`src/rtl/gpx_pkg.sv`:
```
package gpx_pkg;

    localparam int BYTE_W = 8;

    typedef enum logic [1:0] {
        REG_INPUT    = 2'd0,
        REG_OUTPUT   = 2'd1,
        REG_POLARITY = 2'd2,
        REG_CONFIG   = 2'd3
    } gpx_reg_e;

    typedef enum logic [3:0] {
        ST_IDLE,
        ST_ADDR,
        ST_ACK_ADDR,
        ST_CMD,
        ST_ACK_CMD,
        ST_WDATA,
        ST_ACK_WDATA,
        ST_RDATA,
        ST_RACK
    } gpx_state_e;

endpackage

```
`src/rtl/gpx_sync.sv`:
```
module gpx_sync #(
    parameter int           W       = 1,
    parameter int           STAGES  = 2,
    parameter logic [W-1:0] RST_VAL = '0
) (
    input  logic         clk,
    input  logic         rst_n,
    input  logic [W-1:0] d,
    output logic [W-1:0] q
);
    logic [W-1:0] stage_q [STAGES];

    always_ff @(posedge clk or negedge rst_n) begin
        if (!rst_n) stage_q[0] <= RST_VAL;
        else        stage_q[0] <= d;
    end

    for (genvar i = 1; i < STAGES; i++) begin : g_stage
        always_ff @(posedge clk or negedge rst_n) begin
            if (!rst_n) stage_q[i] <= RST_VAL;
            else        stage_q[i] <= stage_q[i-1];
        end
    end

    assign q = stage_q[STAGES-1];
endmodule

```
`src/rtl/gpx_line_events.sv`:
```
module gpx_line_events (
    input  logic clk,
    input  logic rst_n,
    input  logic scl_s,
    input  logic sda_s,
    output logic scl_rise,
    output logic scl_fall,
    output logic start_det,
    output logic stop_det
);
    logic scl_q, sda_q;

    always_ff @(posedge clk or negedge rst_n) begin
        if (!rst_n) begin
            scl_q <= 1'b1;
            sda_q <= 1'b1;
        end else begin
            scl_q <= scl_s;
            sda_q <= sda_s;
        end
    end

    assign scl_rise  = scl_s & ~scl_q;
    assign scl_fall  = ~scl_s & scl_q;
    assign start_det = scl_s & scl_q & sda_q & ~sda_s;
    assign stop_det  = scl_s & scl_q & ~sda_q & sda_s;
endmodule

```
`src/rtl/gpx_i2c_fsm.sv`:
```
module gpx_i2c_fsm
    import gpx_pkg::*;
#(
    parameter int           STRAP_W = 3,
    parameter logic [6-STRAP_W:0] ADDR_HI = 4'b0100
) (
    input  logic              clk,
    input  logic              rst_n,
    input  logic              scl_rise,
    input  logic              scl_fall,
    input  logic              start_det,
    input  logic              stop_det,
    input  logic              sda_s,
    input  logic [STRAP_W-1:0] strap,
    input  logic [BYTE_W-1:0] rd_data,
    output logic              sda_oe,
    output logic              wr_en,
    output logic [BYTE_W-1:0] wr_data,
    output logic              rd_load,
    output gpx_reg_e          ptr,
    output gpx_state_e        state_o
);
    localparam int CNT_W = $clog2(BYTE_W + 1);
    localparam logic [CNT_W-1:0] LAST_IN  = CNT_W'(BYTE_W);
    localparam logic [CNT_W-1:0] LAST_OUT = CNT_W'(BYTE_W - 1);

    gpx_state_e        state_q, state_d;
    logic [BYTE_W-1:0] sh_q;
    logic [CNT_W-1:0]  cnt_q;
    gpx_reg_e          ptr_q;
    logic              mack_q;
    logic              cmd_take;
    logic              shift_in;
    logic              addr_hit;
    logic              cmd_ok;

    assign addr_hit = (sh_q[BYTE_W-1:1] == {ADDR_HI, strap});
    assign cmd_ok   = (sh_q[BYTE_W-1:2] == '0);
    assign shift_in = (state_q == ST_ADDR) || (state_q == ST_CMD) || (state_q == ST_WDATA);

    // next state and strobes
    always_comb begin
        state_d  = state_q;
        wr_en    = 1'b0;
        rd_load  = 1'b0;
        cmd_take = 1'b0;
        if (start_det) begin
            state_d = ST_ADDR;
        end else if (stop_det) begin
            state_d = ST_IDLE;
        end else begin
            unique case (state_q)
                ST_IDLE: ;
                ST_ADDR:
                    if (scl_fall && cnt_q == LAST_IN)
                        state_d = addr_hit ? ST_ACK_ADDR : ST_IDLE;
                ST_ACK_ADDR:
                    if (scl_fall) begin
                        if (sh_q[0]) begin
                            state_d = ST_RDATA;
                            rd_load = 1'b1;
                        end else begin
                            state_d = ST_CMD;
                        end
                    end
                ST_CMD:
                    if (scl_fall && cnt_q == LAST_IN) begin
                        if (cmd_ok) begin
                            state_d  = ST_ACK_CMD;
                            cmd_take = 1'b1;
                        end else begin
                            state_d = ST_IDLE;
                        end
                    end
                ST_ACK_CMD:
                    if (scl_fall) state_d = ST_WDATA;
                ST_WDATA:
                    if (scl_fall && cnt_q == LAST_IN) begin
                        state_d = ST_ACK_WDATA;
                        wr_en   = 1'b1;
                    end
                ST_ACK_WDATA:
                    if (scl_fall) state_d = ST_WDATA;
                ST_RDATA:
                    if (scl_fall && cnt_q == LAST_OUT) state_d = ST_RACK;
                ST_RACK:
                    if (scl_fall) begin
                        if (mack_q) begin
                            state_d = ST_RDATA;
                            rd_load = 1'b1;
                        end else begin
                            state_d = ST_IDLE;
                        end
                    end
                default: state_d = ST_IDLE;
            endcase
        end
    end

    // state register
    always_ff @(posedge clk or negedge rst_n) begin
        if (!rst_n) state_q <= ST_IDLE;
        else        state_q <= state_d;
    end

    // shift, count and pointer datapath
    always_ff @(posedge clk or negedge rst_n) begin
        if (!rst_n) begin
            sh_q   <= '0;
            cnt_q  <= '0;
            ptr_q  <= REG_INPUT;
            mack_q <= 1'b0;
        end else begin
            if (start_det || state_d != state_q)
                cnt_q <= '0;
            else if ((shift_in && scl_rise) || (state_q == ST_RDATA && scl_fall))
                cnt_q <= cnt_q + 1'b1;

            if (rd_load)
                sh_q <= rd_data;
            else if (shift_in && scl_rise)
                sh_q <= {sh_q[BYTE_W-2:0], sda_s};
            else if (state_q == ST_RDATA && scl_fall)
                sh_q <= {sh_q[BYTE_W-2:0], 1'b1};

            if (cmd_take)
                ptr_q <= gpx_reg_e'(sh_q[1:0]);

            if (state_q == ST_RACK && scl_rise)
                mack_q <= ~sda_s;
        end
    end

    // outputs
    always_comb begin
        unique case (state_q)
            ST_ACK_ADDR, ST_ACK_CMD, ST_ACK_WDATA: sda_oe = 1'b1;
            ST_RDATA:                              sda_oe = ~sh_q[BYTE_W-1];
            default:                               sda_oe = 1'b0;
        endcase
    end

    assign wr_data = sh_q;
    assign ptr     = ptr_q;
    assign state_o = state_q;
endmodule

```
`src/rtl/gpx_regs.sv`:
```
module gpx_regs
    import gpx_pkg::*;
#(
    parameter int PINS = BYTE_W
) (
    input  logic            clk,
    input  logic            rst_n,
    input  logic            wr_en,
    input  logic [PINS-1:0] wr_data,
    input  gpx_reg_e        ptr,
    input  logic            rd_load,
    input  logic [PINS-1:0] pin_s,
    output logic [PINS-1:0] rd_data,
    output logic [PINS-1:0] out_q,
    output logic [PINS-1:0] cfg_q,
    output logic            int_n
);
    logic [PINS-1:0] pol_q;
    logic [PINS-1:0] snap_q;
    logic            int_n_q;
    logic            in_read;
    logic [PINS-1:0] changed;

    assign in_read = rd_load && (ptr == REG_INPUT);
    assign changed = (pin_s ^ snap_q) & cfg_q;

    always_ff @(posedge clk or negedge rst_n) begin
        if (!rst_n) begin
            out_q <= '1;
            pol_q <= '0;
            cfg_q <= '1;
        end else if (wr_en) begin
            unique case (ptr)
                REG_INPUT:    ;
                REG_OUTPUT:   out_q <= wr_data;
                REG_POLARITY: pol_q <= wr_data;
                REG_CONFIG:   cfg_q <= wr_data;
                default:      ;
            endcase
        end
    end

    always_ff @(posedge clk or negedge rst_n) begin
        if (!rst_n) begin
            snap_q  <= '1;
            int_n_q <= 1'b1;
        end else if (in_read) begin
            snap_q  <= pin_s;
            int_n_q <= 1'b1;
        end else begin
            int_n_q <= ~(|changed);
        end
    end

    always_comb begin
        unique case (ptr)
            REG_INPUT:    rd_data = pin_s ^ pol_q;
            REG_OUTPUT:   rd_data = out_q;
            REG_POLARITY: rd_data = pol_q;
            REG_CONFIG:   rd_data = cfg_q;
            default:      rd_data = '0;
        endcase
    end

    assign int_n = int_n_q;
endmodule

```
`src/rtl/i2c_gpio_expander.sv`:
```
module i2c_gpio_expander
    import gpx_pkg::*;
#(
    parameter int         SYNC_STAGES = 2,
    parameter int         STRAP_W     = 3,
    parameter logic [3:0] ADDR_HI     = 4'b0100
) (
    input  logic               clk,
    input  logic               rst_n,
    input  logic               scl_i,
    input  logic               sda_i,
    output logic               sda_oe,
    input  logic [STRAP_W-1:0] addr_strap,
    input  logic [BYTE_W-1:0]  pin_i,
    output logic [BYTE_W-1:0]  pin_o,
    output logic [BYTE_W-1:0]  pin_oe,
    output logic               int_n
);
    logic              scl_s, sda_s;
    logic [1:0]        bus_s;
    logic [BYTE_W-1:0] pin_s;
    logic              scl_rise, scl_fall, start_det, stop_det;
    logic              wr_en, rd_load;
    logic [BYTE_W-1:0] wr_data, rd_data, out_q, cfg_q;
    gpx_reg_e          ptr;
    gpx_state_e        fsm_state;

    gpx_sync #(.W(2), .STAGES(SYNC_STAGES), .RST_VAL(2'b11)) u_bus_sync (
        .clk(clk), .rst_n(rst_n), .d({scl_i, sda_i}), .q(bus_s)
    );
    assign scl_s = bus_s[1];
    assign sda_s = bus_s[0];

    gpx_sync #(.W(BYTE_W), .STAGES(SYNC_STAGES), .RST_VAL({BYTE_W{1'b1}})) u_pin_sync (
        .clk(clk), .rst_n(rst_n), .d(pin_i), .q(pin_s)
    );

    gpx_line_events u_events (
        .clk(clk), .rst_n(rst_n), .scl_s(scl_s), .sda_s(sda_s),
        .scl_rise(scl_rise), .scl_fall(scl_fall),
        .start_det(start_det), .stop_det(stop_det)
    );

    gpx_i2c_fsm #(.STRAP_W(STRAP_W), .ADDR_HI(ADDR_HI)) u_fsm (
        .clk(clk), .rst_n(rst_n),
        .scl_rise(scl_rise), .scl_fall(scl_fall),
        .start_det(start_det), .stop_det(stop_det),
        .sda_s(sda_s), .strap(addr_strap), .rd_data(rd_data),
        .sda_oe(sda_oe), .wr_en(wr_en), .wr_data(wr_data),
        .rd_load(rd_load), .ptr(ptr), .state_o(fsm_state)
    );

    gpx_regs #(.PINS(BYTE_W)) u_regs (
        .clk(clk), .rst_n(rst_n), .wr_en(wr_en), .wr_data(wr_data),
        .ptr(ptr), .rd_load(rd_load), .pin_s(pin_s),
        .rd_data(rd_data), .out_q(out_q), .cfg_q(cfg_q), .int_n(int_n)
    );

    assign pin_o  = out_q;
    assign pin_oe = ~cfg_q;
endmodule

```
`config.mk`:
```
export PLATFORM = sky130hd
export DESIGN_NAME = i2c_gpio_expander
export DESIGN_NICKNAME = d
export VERILOG_FILES = /design/src/rtl/gpx_pkg.sv /design/src/rtl/gpx_sync.sv /design/src/rtl/gpx_line_events.sv /design/src/rtl/gpx_i2c_fsm.sv /design/src/rtl/gpx_regs.sv /design/src/rtl/i2c_gpio_expander.sv
export SDC_FILE = /design/constraint.sdc
export NUM_CORES = 1
export LEC_CHECK = 0
export ABC_CLOCK_PERIOD_IN_PS = 4450
export BUFFER_PORTS_ARGS = -buffer_cell sky130_fd_sc_hd__buf_4
export CAP_MARGIN = 10
export CORE_MARGIN = 1.5
export CORE_UTILIZATION = 25
export DETAILED_ROUTE_END_ITERATION = 12
export SLEW_MARGIN = 20
export SYNTH_ARGS = -nofsm -noshare
export SYNTH_HDL_FRONTEND = slang
export SYNTH_SLANG_ARGS = --single-unit
```
`constraint.sdc`:
```
create_clock -name clk -period 4.45 [get_ports clk]
set_input_delay 0.2225 -clock clk [delete_from_list [all_inputs] [get_ports clk]]
set_output_delay 0.2225 -clock clk [all_outputs]
set_load 0.02 [all_outputs]
```
==> Yosys cells after proc, flatten, opt, wreduce, memory -nomap -nowiden <==
Cells that the tools add are included.
{ "word_totals": {"reg_bits": 74, "wordCells": 108, "out_inout_bits": 18, "in_bits": 15} }
{ "classes": {"bitwise": 17, "add_sub_neg": 1, "n_eq_ne": 15, "muxes": 38, "reduce_logical": 21} }
{ "op_table": {"columns": ["op", "count"], "rows": [
  ["4-bit two-way mux", 11],
  ["4-bit case mux with 8 select lines", 1],
  ["8-bit case mux with 4 select lines", 1],
  ["8-bit two-way mux", 3],
  ["4-bit by 3-bit equality test with 1-bit output, second input constant", 5],
  ["1-bit two-way mux", 16],
  ["8-bit XOR", 2],
  ["3-bit two-way mux", 3],
  ["8-bit bitwise AND", 1],
  ["4-bit by 2-bit equality test with 1-bit output, second input constant", 2],
  ["4-bit equality test, second input constant", 2],
  ["8-bit inverter", 1],
  ["8-bit OR reduction", 1],
  ["1-bit bitwise AND", 7],
  ["7-bit by 6-bit equality test with 1-bit output", 1],
  ["1-bit logical AND", 6],
  ["6-bit zero test", 1],
  ["1-bit inverter", 6],
  ["2-bit AND reduction", 3],
  ["4-bit by 1-bit adder with 4-bit output, second input constant", 1],
  ["2-bit equality test, second input constant", 2],
  ["4-bit by 1-bit equality test with 1-bit output, second input constant", 1],
  ["4-bit zero test", 1],
  ["1-bit logical OR", 4],
  ["other kinds (9)", 10]
]} }

==> Longest topological paths before layout <==
Gate-level depths: netlist of run 1.
{ "logic_depth": {"word_depth": 10, "ltp_mapped": 7, "ltp_nobuf": 7} }

==> By module <==
Synthesis of run 1 repeated with hierarchy kept, for this count alone.
{ "hier_totals": {"hier_cells": 310, "hier_area_um2": 3726.1} }
{ "modules_own_cells": {"columns": ["mod", "area_per_inst_um2", "n_inst", "seq_area_each_um2", "cells_per_inst"], "rows": [
  ["gpx_regs", 1689.1, 1, 857.1, 126],
  ["gpx_i2c_fsm", 1321.3, 1, 475.5, 140],
  ["gpx_sync at u_pin_sync", 480.5, 1, 420.4, 24],
  ["gpx_sync at u_bus_sync", 120.1, 1, 105.1, 6],
  ["gpx_line_events", 85.1, 1, 52.6, 6],
  ["i2c_gpio_expander", 30.0, 1, 0.0, 8]
]} }

==> Worst setup path after synthesis of run 1 <==
Ideal clock, no wire load.
{ "synth_path": {"kind": "register to register", "startpoint": "register u_events.scl_q", "endpoint": "register u_fsm.cnt_q[2]", "setup_time_ns": 0.111, "setup_slack_ns": 2.467, "t_required_ns": 4.339, "t_arrival_ns": 1.871, "synth_period_minus_slack_ns": 1.983, "path_stages_with_launch": 6, "n_path_buf": 1, "path_cell_list": "dfstp_2 > buf_4 > or4b_1 > o22a_1 > a21o_1 > a2111oi_2"} }
{ "synth_via": {"elab_chain_cells": 9, "word_cells_on_any_way": 27, "cone_classes": "1 x eq/ne; 11 x mux; 8 x bitwise; 7 x reduce/logical"} }
{ "synth_rtl": {"columns": ["element", "line", "source"], "rows": [
  ["from (decl)", "gpx_line_events.sv:11", "logic scl_q, sda_q;"],
  ["from (signal assigned)", "gpx_line_events.sv:18", "scl_q <= scl_s;"],
  ["1-bit bitwise AND", "gpx_line_events.sv:24", "assign scl_fall = ~scl_s & scl_q;"],
  ["1-bit logical AND (on tied branches)", null, null],
  ["4-bit two-way mux (on tied branches)", null, null],
  ["4-bit case mux with 8 select lines", "gpx_i2c_fsm.sv:52", "unique case (state_q)"],
  ["4-bit two-way mux", "gpx_i2c_fsm.sv:49", "end else if (stop_det) begin"],
  ["4-bit two-way mux", "gpx_i2c_fsm.sv:47", "if (start_det) begin"],
  ["4-bit inequality test", "gpx_i2c_fsm.sv:114", "if (start_det || state_d != state_q)"],
  ["1-bit logical OR", "gpx_i2c_fsm.sv:114", null],
  ["4-bit two-way mux / 2-bit nonzero test (equally long branches)", null, null],
  ["to (signal assigned)", "gpx_i2c_fsm.sv:117", "cnt_q <= cnt_q + 1'b1;"],
  ["to (decl)", "gpx_i2c_fsm.sv:29", "logic [CNT_W-1:0] cnt_q;"]
]} }
Parallel ways exist; a longest one is shown, timed or not.
A chain may end at the register's enable or synchronous reset.

==> Final worst setup path of run 1 <==
{ "layout_path": {"startpoint": "register u_events.scl_q", "endpoint": "register u_regs.snap_q[3]"} }
{ "layout_via": {"elab_chain_cells": 6, "word_cells_on_any_way": 12, "cone_classes": "5 x mux; 6 x bitwise; 1 x reduce/logical"} }
{ "layout_rtl": {"columns": ["element", "line", "source"], "rows": [
  ["1-bit bitwise AND (on tied branches)", "gpx_line_events.sv:24, gpx_line_events.sv:25, gpx_line_events.sv:26", null],
  ["1-bit two-way mux, or another cell as far along", "gpx_i2c_fsm.sv:87", "if (scl_fall) begin"],
  ["1-bit case mux with 2 select lines / 1-bit bitwise AND (equally long branches)", "gpx_i2c_fsm.sv:52, gpx_line_events.sv:26", null],
  ["1-bit two-way mux", "gpx_i2c_fsm.sv:49", null],
  ["1-bit two-way mux (*)", "gpx_i2c_fsm.sv:47", null],
  ["1-bit logical AND (*)", "gpx_regs.sv:24", "assign in_read = rd_load && (ptr == REG_INPUT);"],
  ["to (signal assigned)", "gpx_regs.sv:48", "snap_q <= pin_s;"],
  ["to (decl)", "gpx_regs.sv:19", "logic [PINS-1:0] snap_q;"]
]} }
Mark *: on every way between the ends. The rest lies on a longest branch, timed or not.

==> reports/metrics.yaml, run 1 <==
floorplanning:
  top_level_ports: 33
  die_area_sq_um: 15500
  initial_core_util: 0.255
  die_y_um: 125
  die_x_um: 125
  rows: 44
  coreArea_sq_um: 14500
timing:
  final.period_utilization: 0.563
  slew_violations: 0
  hold_ws_ps: 40.6
  tightest_slew_ps: 1060
  skew_ps: 7.53
  maxSlewHeadroom: 0.295
  final.min_clock_period_ps: 2510
  fin_setup_tns_ps: 0
  max_freq_ghz: 0.399
  final.setup.worst_slack_ps: 1940
  hold_violations: 0
  rsz0062_at_grt: "no"
  finalSetupViolCount: 0
cells_and_area:
  antenna_cells: 0
  layout.nets: 373
  post-route-util: 0.310
  design_area_sq_um: 4490
  drive_gt1_frac: 0.396
  final_cell_count_no_fill: 545
  syn_to_final_growth_pct: 21.6
critical_path:
  cp.required_ps: 4710
  crit_chain: "nand2b_1, nor3_1, nand2_1, or3_1, mux2_2"
  max_stage_delay_ps: 630
  crit-reg2reg-capture: "u_regs.snap_q[3]"
  slowest_stage: "dfstp_2"
  cp.arrival_ps: 2770
  reg2reg_depth: 5
  crit_path_start_kind: "register"
  rr_startpoint: "u_events.scl_q"
  path_max_fanout: 11
  path_class: "reg2reg"
  r2r_setup_slack_ps: 1940
  crit_path_end_kind: "register"
route:
  routedWlPerCell_um: 15.9
  drc_errors: 0
  vias: 2669
  ant_nets: 0
  routed_wl_um: 8680
  drtPass1Iterations: 5
  vias_per_cell: 4.90
  first_iter_violations: 141
pwr:
  power_frac_seq: 0.476
  p_total_mw: 1.72
  peakVddDrop_uv: 230
  p_comb_frac: 0.100
  switching_share: 0.275
  p_leak_nw: 1.74
  power-per-cell-area_nw_per_um2: 384
  p_int_mw: 1.25
  power_frac_clock: 0.424
  p_switching_mw: 0.475
synth:
  synth.area.top_cells: "dfstp_2 (33%), dfrtp_1 (18%), mux2_2 (13%)"
  yosys.area.top_type: "dfstp_2"
  synth.yosys.seq_area_share: 0.518
  syn_nets: 334
  avgSynthCellArea_sq_um: 11.6
  netlist_instances: 317
  synth.ff_latch_count: 74
  synth-main-ff-cell: "dfstp_2"
  syn_area_sq_um: 3690
  synth_top_cell_area_share: 0.335
  ys_types: 54
  ys_warn_count: 0
  synth_enable_flop_cells: 0
  async_reset_ff_frac: 1.00
global_route:
  grt_pass1_vias: 2723
  grt_use_total: 0.117
  overflow: 0
  antenna_found_initial: 0
  grt_max_degree: 75
  grt_first_pass_wirelength_um: 14500
placed_design:
  dp_slack_ps: 1940
  port_buffers: 32
  post-place-cells: 519
  gp_congestion: 0.842
  post_dp_cell_area_sq_um: 4100
  place_hpwl_um: 5770
cts:
  numCtsBuffers: 9
  cts.sinks: 74
  h-tree-depth: 3
  cts_root_buf: "clkbuf_16"
  cts_tree: "yes"
  cts_buffer_depth: 2
  post_cts_buffers: 0
  clkLatencyLatePin_ps: 340
  clk_pin_slew_ps: 60
min_path:
  hold_path_class: "in2async"
run_status:
  outcome: "finished, final reports clean"
flow_run:
  maxCapViolCount: 0
metal layers:
layer / part of all wire / vias up / GRT usage
li1: - / 1249 / -
met1: 0.48 / 1342 / 0.156
met2: 0.47 / 67 / 0.185
met3: 0.037 / 11 / 0.0245
met4: 0.018 / 0 / 0.0514
met5: 0 / - / 0
Yosys cell counts, drive strengths merged (3+ instances only):
library cell	instances
mux2i	9
xor2	4
nand3b	4
nor3	11
a221o	6
xnor2	11
a2111oi	8
buf	10
nand2b	5
o21ai	6
a211oi	3
or3	3
nand3	6
nor2	15
dfrtp	27
o221ai	4
nand2	21
nand4b	3
clkbuf	4
a22oi	4
mux2	41
dfstp	47
nor2b	3
a21o	3
nor4	4
a21oi	6
o22ai	5
inv	16
placed cells by master (no fill, tap or decap), drive strengths merged, types with 4 or more instances in the layout:
cell,n
o21ai,6
o221ai,4
nand3,6
nor3,11
dfstp,47
clkbuf,10
dlygate4sd3,10
dfrtp,27
nand2b,5
a221o,6
xnor2,11
nand3b,4
nor4,4
inv,17
a2111oi,8
mux2i,9
buf,32
nand2,21
xor2,4
a21oi,6
mux2,41
nor2,15
a22oi,4
o22ai,5
cells by family after synthesis:
kind of cell | count (synthesis) | synth area share
flops | 74 | 0.518
xor+xnor | 15 | 0.0356
simple gates | 86 | 0.131
fa+ha+maj | 2 | 0.00678
mux | 50 | 0.149
buf+inv | 30 | 0.0342
compound gates | 60 | 0.125
repair_timing:
action / in CTS / in global routing
gates resized for setup: 0 / 0
hold buffers: 10 / 0
hold endpoints to repair: 10 / 0
cell type report:
class                   instances  area [sq um]
fillers                      1431          9990
flip-flops and latches         74          1910
multi-input cells             213          1650
repair buffers                 42           340
well taps                     184           230
clock buffers                  10           229
clock inverters                 6          65.1
inverters                      16          60.1
power groups by stage:
stage,combinational [mW],sequential [mW],clock (mW)
global route,0.194,0.828,0.775
CTS,0.173,0.819,0.747
global placement,0.163,0.825,0
finish,0.173,0.820,0.731
floorplan,0.124,0.786,0
detailed placement,0.166,0.827,0
flip-flops by register name, indices dropped and copies added (netlist names), 4 cells and up:
register,cells
u_regs.snap_q,8
u_pin_sync.q,8
u_fsm.cnt_q,4
u_pin_sync.stage_q,8
u_fsm.state_o,4
u_regs.out_q,8
u_regs.pol_q,8
u_fsm.wr_data,8
u_regs.cfg_q,8
worst max-delay path: cells and delay by family, from the launching register on:
kind             cells  cell delay, ps
multiplexers         1             350
flip-flops           1             630
AND/OR/NAND/NOR      4            1440
worst max-delay path by stage:
| stage | from | to | slack, ps |
|---|---|---|---|
| after floorplan | u_events.scl_q | u_fsm.cnt_q[2] | 2470 |
| after global placement | u_events.scl_q | u_regs.snap_q[3] | 1930 |
| after detailed placement | u_events.scl_q | u_regs.snap_q[1] | 1940 |
| after CTS | u_events.scl_q | u_regs.snap_q[3] | 1920 |
| after global routing | u_events.scl_q | u_regs.snap_q[3] | 1750 |
| final | u_events.scl_q | u_regs.snap_q[3] | 1940 |
Note: power is estimated with default switching activity, not from simulation.
==> inputs of run 2 (changes only) <==
Settings changed: ABC_AREA from default to 1, ABC_CLOCK_PERIOD_IN_PS 4450 to 2400.
Clock period 4.45 ns to 2.4 ns, I/O delays scaled along.
==> run 2 against run 1 <==
Sequential share of layout area increased by 1.1 points. Synthesized area decreased by 5.5%. Largest cell class unchanged. Critical endpoint is now u_fsm.wr_data[7]. Global-route usage increased by 0.65 points. Critical path type unchanged. Clock power increased by 90%. Cell area decreased by 2.5%. Via count increased by 8.5%. Sequential power increased by 61%. Worst setup slack got worse by 1600 ps.
==> reports/metrics.yaml, run 2 <==
run_status:
  outcome: "finished, final reports clean"
synth:
  synth.area.top_cells: "dfstp_2 (35%), dfrtp_1 (19%), nand2_1 (15%)"
  yosys-top-cells-count: "nand2_1 (142), dfstp_2 (47), o21ai_0 (44)"
  synth-main-ff-cell: "dfstp_2"
  netlist_instances: 416  # +31%
  async_reset_ff_frac: 1.00  # unchanged
  syn_nets: 433  # +30%
  ys_types: 26  # -52%
  ys_warn_count: 0  # unchanged
  synth_enable_flop_cells: 0  # unchanged
  synth.yosys.seq_area_share: 0.548  # +0.0299
  syn_area_sq_um: 3490  # -5.5%
  synth_top_cell_area_share: 0.354  # +0.0193
  synth.ff_latch_count: 74  # unchanged
  yosysMostFrequentCell: "nand2_1"
  yosys.area.top_type: "dfstp_2"
  avgSynthCellArea_sq_um: 8.39  # -28%
pwr:
  p_total_mw: 2.84  # +65%
  p_leak_nw: 1.94  # +11%
  peakVddDrop_uv: 370  # +61%
  power-per-cell-area_nw_per_um2: 648  # +69%
critical_path:
  cp.required_ps: 2670  # -2040 ps
  cp_top_family: "simple AND/OR/NAND/NOR gates"
  path_common_cell: "nand3_1"
  crit_path_end_kind: "register"
  crit_chain: "inv_1, nand3_1, o21ai_0, nand3_1, o21ai_2, buf_4, nor2_1, nand2_1, nand3_1"
  cp.arrival_ps: 2360  # -410 ps
  max_stage_delay_ps: 470  # -160 ps
  crit_buf_inv: 2  # +2
  path_max_fanout: 8  # -3
  slowest_stage: "dfrtp_1"
  path_class: "reg2reg"
  crit_path_start_kind: "register"
cts:
  cts.sinks: 74  # unchanged
  cts_root_buf: "clkbuf_16"
  post_cts_buffers: 0  # unchanged
  cts_tree: "yes"
  numCtsBuffers: 9  # unchanged
  h-tree-depth: 3  # unchanged
  cts_buffer_depth: 2  # unchanged
  clkLatencyLatePin_ps: 330  # about the same
  clk_pin_slew_ps: 60  # about the same
  cts-hold-fix-buffers: 11  # +1
  cts_resized: 0  # unchanged
global_route:
  grt_pass1_vias: 2834  # +4.1%
  grt_first_pass_wirelength_um: 14000  # -3.1%
  antenna_found_initial: 0  # unchanged
  overflow: 0  # unchanged
  grt_max_degree: 75  # unchanged
  grt_use_total: 0.124  # +0.00655
route:
  drc_errors: 0  # unchanged
  vias: 2897  # +8.5%
  routedWlPerCell_um: 12.8  # -20%
  first_iter_violations: 162  # +15%
  drtPass1Iterations: 5  # unchanged
  vias_per_cell: 4.46  # -9.0%
  routed_wl_um: 8290  # -4.5%
  ant_nets: 0  # unchanged
timing:
  skew_ps: 4.05  # -3.48 ps
  tightest_slew_ps: 925  # -132 ps
  rsz0062_at_grt: "no"
  final.period_utilization: 0.870  # +0.306
  hold_violations: 0  # unchanged
  fin_setup_tns_ps: 0  # unchanged
  maxSlewHeadroom: 0.383  # +0.0881
  finalSetupViolCount: 0  # unchanged
  max_freq_ghz: 0.479  # +20%
  slew_violations: 0  # unchanged
  final.min_clock_period_ps: 2090  # -420 ps
floorplanning:
  die_area_sq_um: 14700  # -5.3%
  top_level_ports: 33  # unchanged
  coreArea_sq_um: 13500  # -7.1%
  initial_core_util: 0.259  # +0.00447
  die_x_um: 121  # -2.7%
  die_y_um: 121  # -2.7%
  rows: 42  # -4.5%
flow_run:
  maxCapViolCount: 0  # unchanged
cells_and_area:
  final_cell_mix: "nand2_1 (142), dfstp_2 (47), o21ai_0 (44)"
  syn_to_final_growth_pct: 25.5
  layout.nets: 486  # +30%
  final_common_cell: "nand2_1"
  antenna_cells: 0  # unchanged
  drive_gt1_frac: 0.224  # -0.172
placed_design:
  gp_congestion: 0.883  # +4.9%
  place_hpwl_um: 6000  # +3.9%
  port_buffers: 32  # unchanged
min_path:
  hold_path_class: "reg2reg"
-- run 2: worst reg2reg max path, cell delays in order, from the launching register on --
cell and delay (ps):
dfrtp_1 470, inv_1 140, nand3_1 140, o21ai_0 160, nand3_1 140, o21ai_2 120, buf_4 200, nor2_1 450
nand2_1 110, nand3_1 90
-- run 2: area by class of cell --
type                       count  area (sq um)
fill                        1444          9070
sequential                    74          1910
multi-input combinational    293          1390
timing repair buffer          48           388
clock buffer                  11           254
tap                          176           220
inverter                      43           161
clock inverter                 5          58.8
-- run 2: cell families (layout without fill, tap and decap cells) --
kind of cell | Yosys count | in the layout | synth area share
AOI/OAI and AO/OA | 68 | 68 | 0.115
xor gates and xnor gates | 11 | 11 | 0.0276
adders and majority gates | 2 | 2 | 0.00717
buffers and inverters | 49 | 107 | 0.0552
DFF | 74 | 74 | 0.548
and+or+nand+nor | 212 | 212 | 0.248
-- run 2: stage by stage --
step | cell area, sq um | hold slack [ps] | utilization | std cells | setup slack [ps]
2_1_floorplan | 3490 | -176 | - | 416 | 731
3_3_place_gp | 3960 | 228 | 0.294 | 623 | 377
3_5_place_dp | 3960 | 229 | 0.294 | 623 | 394
4_1_cts | 4380 | 328 | 0.326 | 650 | 373
5_1_grt | 4380 | 359 | 0.326 | 650 | 149
6_report | 4380 | 351 | 0.326 | 650 | 313
-- run 2: final timing paths --
path	startpoint	to	slack, ps	cells past startpoint
max in group asynchronous	rst_n	u_fsm.cnt_q[2]	1320	2
min reg2reg	u_pin_sync.stage_q[13]	u_pin_sync.q[5]	350	0
max reg2reg	u_fsm.state_o[3]	u_fsm.wr_data[7]	310	9
min in group asynchronous	rst_n	u_regs.pol_q[5]	460	2
min	u_pin_sync.stage_q[13]	u_pin_sync.q[5]	350	0
max	u_fsm.state_o[3]	u_fsm.wr_data[7]	310	9
-- run 2: power breakdown --
| group | switching (mW) | internal, mW |
|---|---|---|
| logic | 0.0744 | 0.0496 |
| registers | 0.0287 | 1.30 |
| clock network | 0.519 | 0.872 |
| total | 0.622 | 2.22 |
-- run 2: layer usage --
layer | wire, um | up-vias | GRT usage | part of all wire
met5 | 0 | - | 0 | 0
met4 | 78 | 0 | 0.0485 | 0.0094
met3 | 341 | 5 | 0.0329 | 0.041
met2 | 3800 | 53 | 0.191 | 0.46
met1 | 4070 | 1385 | 0.167 | 0.49
li1 | - | 1454 | - | -
